==> src/rtl/irq_mask_pkg.sv <==
package irq_mask_pkg;
    localparam int LVL_W = 3;
    typedef logic [LVL_W-1:0] lvl_t;
    localparam lvl_t LVL_MAX = '1;
endpackage

==> src/rtl/irq_nmi_latch.sv <==
module irq_nmi_latch (
    input  logic clk,
    input  logic rst_n,
    input  logic nmi_in,
    input  logic ack,
    output logic pend
);
    typedef struct packed {
        logic prev;
        logic pend;
    } nmi_st_t;

    nmi_st_t st_d, st_q;

    always_comb begin
        st_d      = st_q;
        st_d.prev = nmi_in;
        st_d.pend = (st_q.pend & ~ack) | (nmi_in & ~st_q.prev);
    end

    always_ff @(posedge clk) begin
        if (!rst_n) st_q <= '0;
        else        st_q <= st_d;
    end

    assign pend = st_q.pend;
endmodule

==> src/rtl/irq_prio_pick.sv <==
module irq_prio_pick
    import irq_mask_pkg::*;
#(
    parameter int NUM_SRC = 8,
    localparam int IDX_W  = $clog2(NUM_SRC)
) (
    input  logic [NUM_SRC-1:0]       req,
    input  logic [NUM_SRC*LVL_W-1:0] prio_flat,
    output logic                     any,
    output logic [IDX_W-1:0]         win_idx,
    output lvl_t                     win_lvl
);
    lvl_t prio_arr [NUM_SRC];

    for (genvar g = 0; g < NUM_SRC; g++) begin : g_unpack
        assign prio_arr[g] = prio_flat[g*LVL_W +: LVL_W];
    end

    // Scan from the highest index down; ">=" lets a lower index take a tie.
    always_comb begin
        any     = 1'b0;
        win_idx = '0;
        win_lvl = '0;
        for (int i = NUM_SRC - 1; i >= 0; i--) begin
            if (req[i] && (!any || prio_arr[i] >= win_lvl)) begin
                any     = 1'b1;
                win_lvl = prio_arr[i];
                win_idx = IDX_W'(i);
            end
        end
    end
endmodule

==> src/rtl/irq_mask_ctrl.sv <==
module irq_mask_ctrl
    import irq_mask_pkg::*;
#(
    parameter int NUM_SRC  = 8,
    parameter int VEC_W    = 8,
    parameter int VEC_BASE = 16,
    parameter int NMI_VEC  = 7
) (
    input  logic                     clk,
    input  logic                     rst_n,
    input  logic [NUM_SRC-1:0]       src_event,
    input  logic [NUM_SRC-1:0]       src_en,
    input  logic [NUM_SRC*LVL_W-1:0] src_prio,
    input  logic                     nmi_in,
    input  logic                     insn_done,
    input  logic                     restore_we,
    input  logic [LVL_W-1:0]         restore_mask,
    input  logic                     restore_trace,
    output logic                     accept,
    output logic [VEC_W-1:0]         accept_vec,
    output logic [LVL_W-1:0]         mask_lvl,
    output logic                     trace_bit,
    output logic [NUM_SRC-1:0]       pending
);
    localparam int IDX_W = $clog2(NUM_SRC);

    typedef struct packed {
        lvl_t               mask;
        logic               trace;
        logic [NUM_SRC-1:0] pend;
        logic               acc;
        logic [VEC_W-1:0]   vec;
    } ctl_st_t;

    ctl_st_t st_d, st_q;

    logic             nmi_pend;
    logic             take_nmi;
    logic             take_irq;
    logic             win_any;
    logic [IDX_W-1:0] win_idx;
    lvl_t             win_lvl;

    irq_nmi_latch u_nmi (
        .clk    (clk),
        .rst_n  (rst_n),
        .nmi_in (nmi_in),
        .ack    (take_nmi),
        .pend   (nmi_pend)
    );

    irq_prio_pick #(.NUM_SRC(NUM_SRC)) u_pick (
        .req       (st_q.pend),
        .prio_flat (src_prio),
        .any       (win_any),
        .win_idx   (win_idx),
        .win_lvl   (win_lvl)
    );

    assign take_nmi = insn_done & nmi_pend;
    assign take_irq = insn_done & ~nmi_pend & win_any & (win_lvl > st_q.mask);

    always_comb begin
        logic [NUM_SRC-1:0] clr;
        st_d     = st_q;
        st_d.acc = 1'b0;
        clr      = '0;
        if (restore_we) begin
            st_d.mask  = restore_mask;
            st_d.trace = restore_trace;
        end
        if (take_nmi) begin
            st_d.acc   = 1'b1;
            st_d.vec   = VEC_W'(NMI_VEC);
            st_d.mask  = LVL_MAX;
            st_d.trace = 1'b0;
        end else if (take_irq) begin
            st_d.acc     = 1'b1;
            st_d.vec     = VEC_W'(VEC_BASE) + VEC_W'(win_idx);
            st_d.mask    = win_lvl;
            st_d.trace   = 1'b0;
            clr[win_idx] = 1'b1;
        end
        st_d.pend = (st_q.pend & ~clr) | (src_event & src_en);
    end

    always_ff @(posedge clk) begin
        if (!rst_n) begin
            st_q      <= '0;
            st_q.mask <= LVL_MAX;
        end else begin
            st_q <= st_d;
        end
    end

    assign accept     = st_q.acc;
    assign accept_vec = st_q.vec;
    assign mask_lvl   = st_q.mask;
    assign trace_bit  = st_q.trace;
    assign pending    = st_q.pend;
endmodule

==> config.mk <==
export PLATFORM = sky130hd
export DESIGN_NAME = irq_mask_ctrl
export DESIGN_NICKNAME = d
export VERILOG_FILES = /design/src/rtl/irq_mask_pkg.sv /design/src/rtl/irq_nmi_latch.sv /design/src/rtl/irq_prio_pick.sv /design/src/rtl/irq_mask_ctrl.sv
export SDC_FILE = /design/constraint.sdc
export NUM_CORES = 1
export LEC_CHECK = 0
export ABC_AREA = 1
export BUFFER_PORTS_ARGS = -buffer_cell sky130_fd_sc_hd__buf_4
export CAP_MARGIN = 20
export CORE_MARGIN = 2
export CORE_UTILIZATION = 43
export CTS_CLUSTER_DIAMETER = 200
export CTS_CLUSTER_SIZE = 12
export DETAILED_ROUTE_END_ITERATION = 12
export MAX_ROUTING_LAYER = met4
export PLACE_DENSITY_LB_ADDON = 0.05
export SLEW_MARGIN = 40
export SYNTH_ARGS = -nofsm -noshare
export SYNTH_HDL_FRONTEND = slang
export SYNTH_SLANG_ARGS = --single-unit
==> constraint.sdc <==
create_clock -name clk -period 10.61 [get_ports clk]
set_input_delay 2.122 -clock clk [delete_from_list [all_inputs] [get_ports clk]]
set_output_delay 2.122 -clock clk [all_outputs]
set_load 0.03 [all_outputs]
==> flow_summary.toml <==
[synth]
synth_seq_cells = 19
seq_area_frac_synth = 0.217
yosysWarnings = 0
synth_area_um2 = 1750
syn_inst = 261
synth_area_per_cell_um2 = 6.70
synth_cell_type_count = 38

[detailed_routing]
vias_per_cell = 4.96
met1_length_mm = 2.07
drt-total-wl_mm = 4.41
vias = 1956
drc_errors = 0
top_layer = "met4"
drtIter0Drc = 59
dr_wl_met2_mm = 2.14
wl_per_cell_um = 11.2
wl_met3_um = 191
firstDrtPassIters = 4
postRouteAntennaNets = 0

[place]
dpl_cell_area_um2 = 2330
dp_slack_ns = -0.240
dp_hpwl_mm = 3.45
io_buffer_count = 65
placedCellCount = 381
gp_congestion = 0.767

[floorplan]
die_w_um = 67.8
rows = 23
dieArea_um2 = 4590
ios = 70
die_h_um = 67.8
core-area_um2 = 3970
start_util = 0.440

[worst_setup_path]
slowest_stage = "ha_1"
critPathBufInv = 8
timing.rr.end = "pending[1]$_SDFF_PN0_"
r2r_start = "pending[7]$_SDFF_PN0_"
cp-start-kind = "input pin"
cpLargestDelayFamily = "simple AND/OR/NAND/NOR gates"
critPathMaxFanout = 7
crit_path_end_kind = "flop"
cpMostUsedCell = "nand2_1"
worst-endpoint-required_ns = 10.74
r2r_cells = 59
worstSetupPathType = "input pin to flop"
cp.arrival_ns = 10.25
r2r_setup_slack_ns = 1.88
slowest_delay_ns = 0.34

[cts]
htreeDepth = 1
cts_buffers = 3
cts_buffer_depth = 2
worstSkewPairLatency_ns = 0.26
clkSlewWorstSetupHoldPaths_ns = 0.08
cts_num_sinks = 19
cts-root-buf = "clkbuf_8"
cts_tree = "done"
cts_hold_buffers = 0

[job]
maxCapViolCount = 0

[grt]
grt_pass1_vias = 1615
antenna_found_initial = 0
grt_first_pass_wirelength_mm = 6.58
grt.total_usage = 0.187
grt_max_degree = 14
grt_overflow = 0

[hold_path]
min_path_cells = 1
holdCritStartpoint = "u_nmi.st_q[1]$_SDFF_PN0_"
min_to = "u_nmi.pend$_SDFF_PN0_"
hp-class = "flop to flop"

[layout]
layout_common_cells = "buf_4, nand2_1, inv_1"
utilization = 0.661
drive_gt1_frac = 0.390
n_antenna_cell = 0
final_cells = 394
final_common_cell = "buf_4"
nNetsFinal = 417
areaGrowthSynthToFinish_pct = 50.1
design_area_um2 = 2630

[sta]
setup_viol = 0
slew_viol_final = 0
fmax_mhz = 98.9
fin_crit_ns = 10.12
finalClockSkew_ns = 0.00457
finalHoldViolations = 0
fin_ws_ns = 0.494
fin_crit_sh = 0.953

[pwr]
p_leak_nw = 1.33
fin_total_pwr_mw = 0.324
worst_ir_drop_vdd_uv = 87.7
power_density_nw_per_um2 = 124

[outcome]
status = "complete, no violations"
[routing by layer]
metal  vias up  GRT usage
li1       1050          -
met1       863      0.259
met2        41      0.297
met3         2     0.0350
met4         0     0.0150
met5         -          -
[power by group]
group          leakage, nW  internal (mW)  switching (mW)
registers            0.157         0.0783         0.00592
logic                 1.15         0.0861           0.102
clock network       0.0217         0.0265          0.0255
[registers in the layout, indices dropped and copies added (netlist names)]
signal,count
pending,8
u_nmi.pend,1
u_nmi.st_q,1
accept_vec,4
trace_bit,1
accept,1
mask_lvl,3
[what timing repair did]
action | 4_1_cts | 5_1_grt
gates resized for setup | 0 | 38
endpoints found under the setup margin | 0 | 17
buffers inserted | 0 | 9
[worst max-delay path by stage]
stage	from	end	slack [ns]	cells past startpoint
2_1_floorplan	src_prio[23]	pending[1]$_SDFF_PN0_	0.25	60
3_3_place_gp	src_prio[23]	pending[7]$_SDFF_PN0_	-0.05	57
3_5_place_dp	src_prio[23]	pending[7]$_SDFF_PN0_	-0.24	58
4_1_cts	src_prio[23]	pending[7]$_SDFF_PN0_	0.01	58
5_1_grt	src_prio[23]	pending[1]$_SDFF_PN0_	-0.18	60
6_report	src_prio[23]	pending[1]$_SDFF_PN0_	0.49	60
[stage by stage]
stage | hold slack (ns) | TNS, ns
after floorplan | 0.402 | 0
final | 0.423 | 0
after global routing | 0.464 | -1.49
after detailed placement | 0.414 | -1.55
after CTS | 0.425 | 0
after global placement | 0.407 | -0.159
[cell usage after synthesis, drive strengths merged]
cell type,number,area share
nand2,71,0.16
buf,5,0.024
ha,23,0.16
clkbuf,2,0.0043
o21ai,21,0.064
or2,5,0.019
mux2,1,0.0064
o211ai,2,0.011
dfxtp,19,0.22
nand4,7,0.025
conb,1,0.0021
a311oi,1,0.0050
a21oi,19,0.057
nand3,18,0.052
a31oi,3,0.011
nor3,3,0.0086
nor2,7,0.016
a211oi,1,0.0043
o32ai,1,0.0050
o2111ai,4,0.024
o31ai,1,0.0043
inv,36,0.077
and2,3,0.011
o21bai,3,0.013
clkinv,1,0.0021
nand3b,2,0.0086
mux2i,1,0.0057
[logic make-up (layout without fill, tap and decap cells)]
logic type / Yosys count / count (layout) / share of synthesized area
other: 1 / 4 / 0.00214
AND/OR/NAND/NOR: 116 / 116 / 0.298
AO/OA/AOI/OAI: 56 / 56 / 0.198
buffers and inverters: 44 / 124 / 0.107
flip-flops: 19 / 19 / 0.217
multiplexers: 2 / 2 / 0.0122
adder cells (fa/ha/maj): 23 / 23 / 0.165
[cell type report]
| type | count | area (um2) |
|---|---|---|
| multi-input cells | 201 | 1370 |
| fillers | 395 | 1350 |
| repair buffers | 83 | 623 |
| flip-flops and latches | 19 | 380 |
| inverters | 37 | 141 |
| well taps | 50 | 62.6 |
| clock buffers | 3 | 41.3 |
| clock inverters | 1 | 7.51 |
Power figures use the tool's default switching activity.
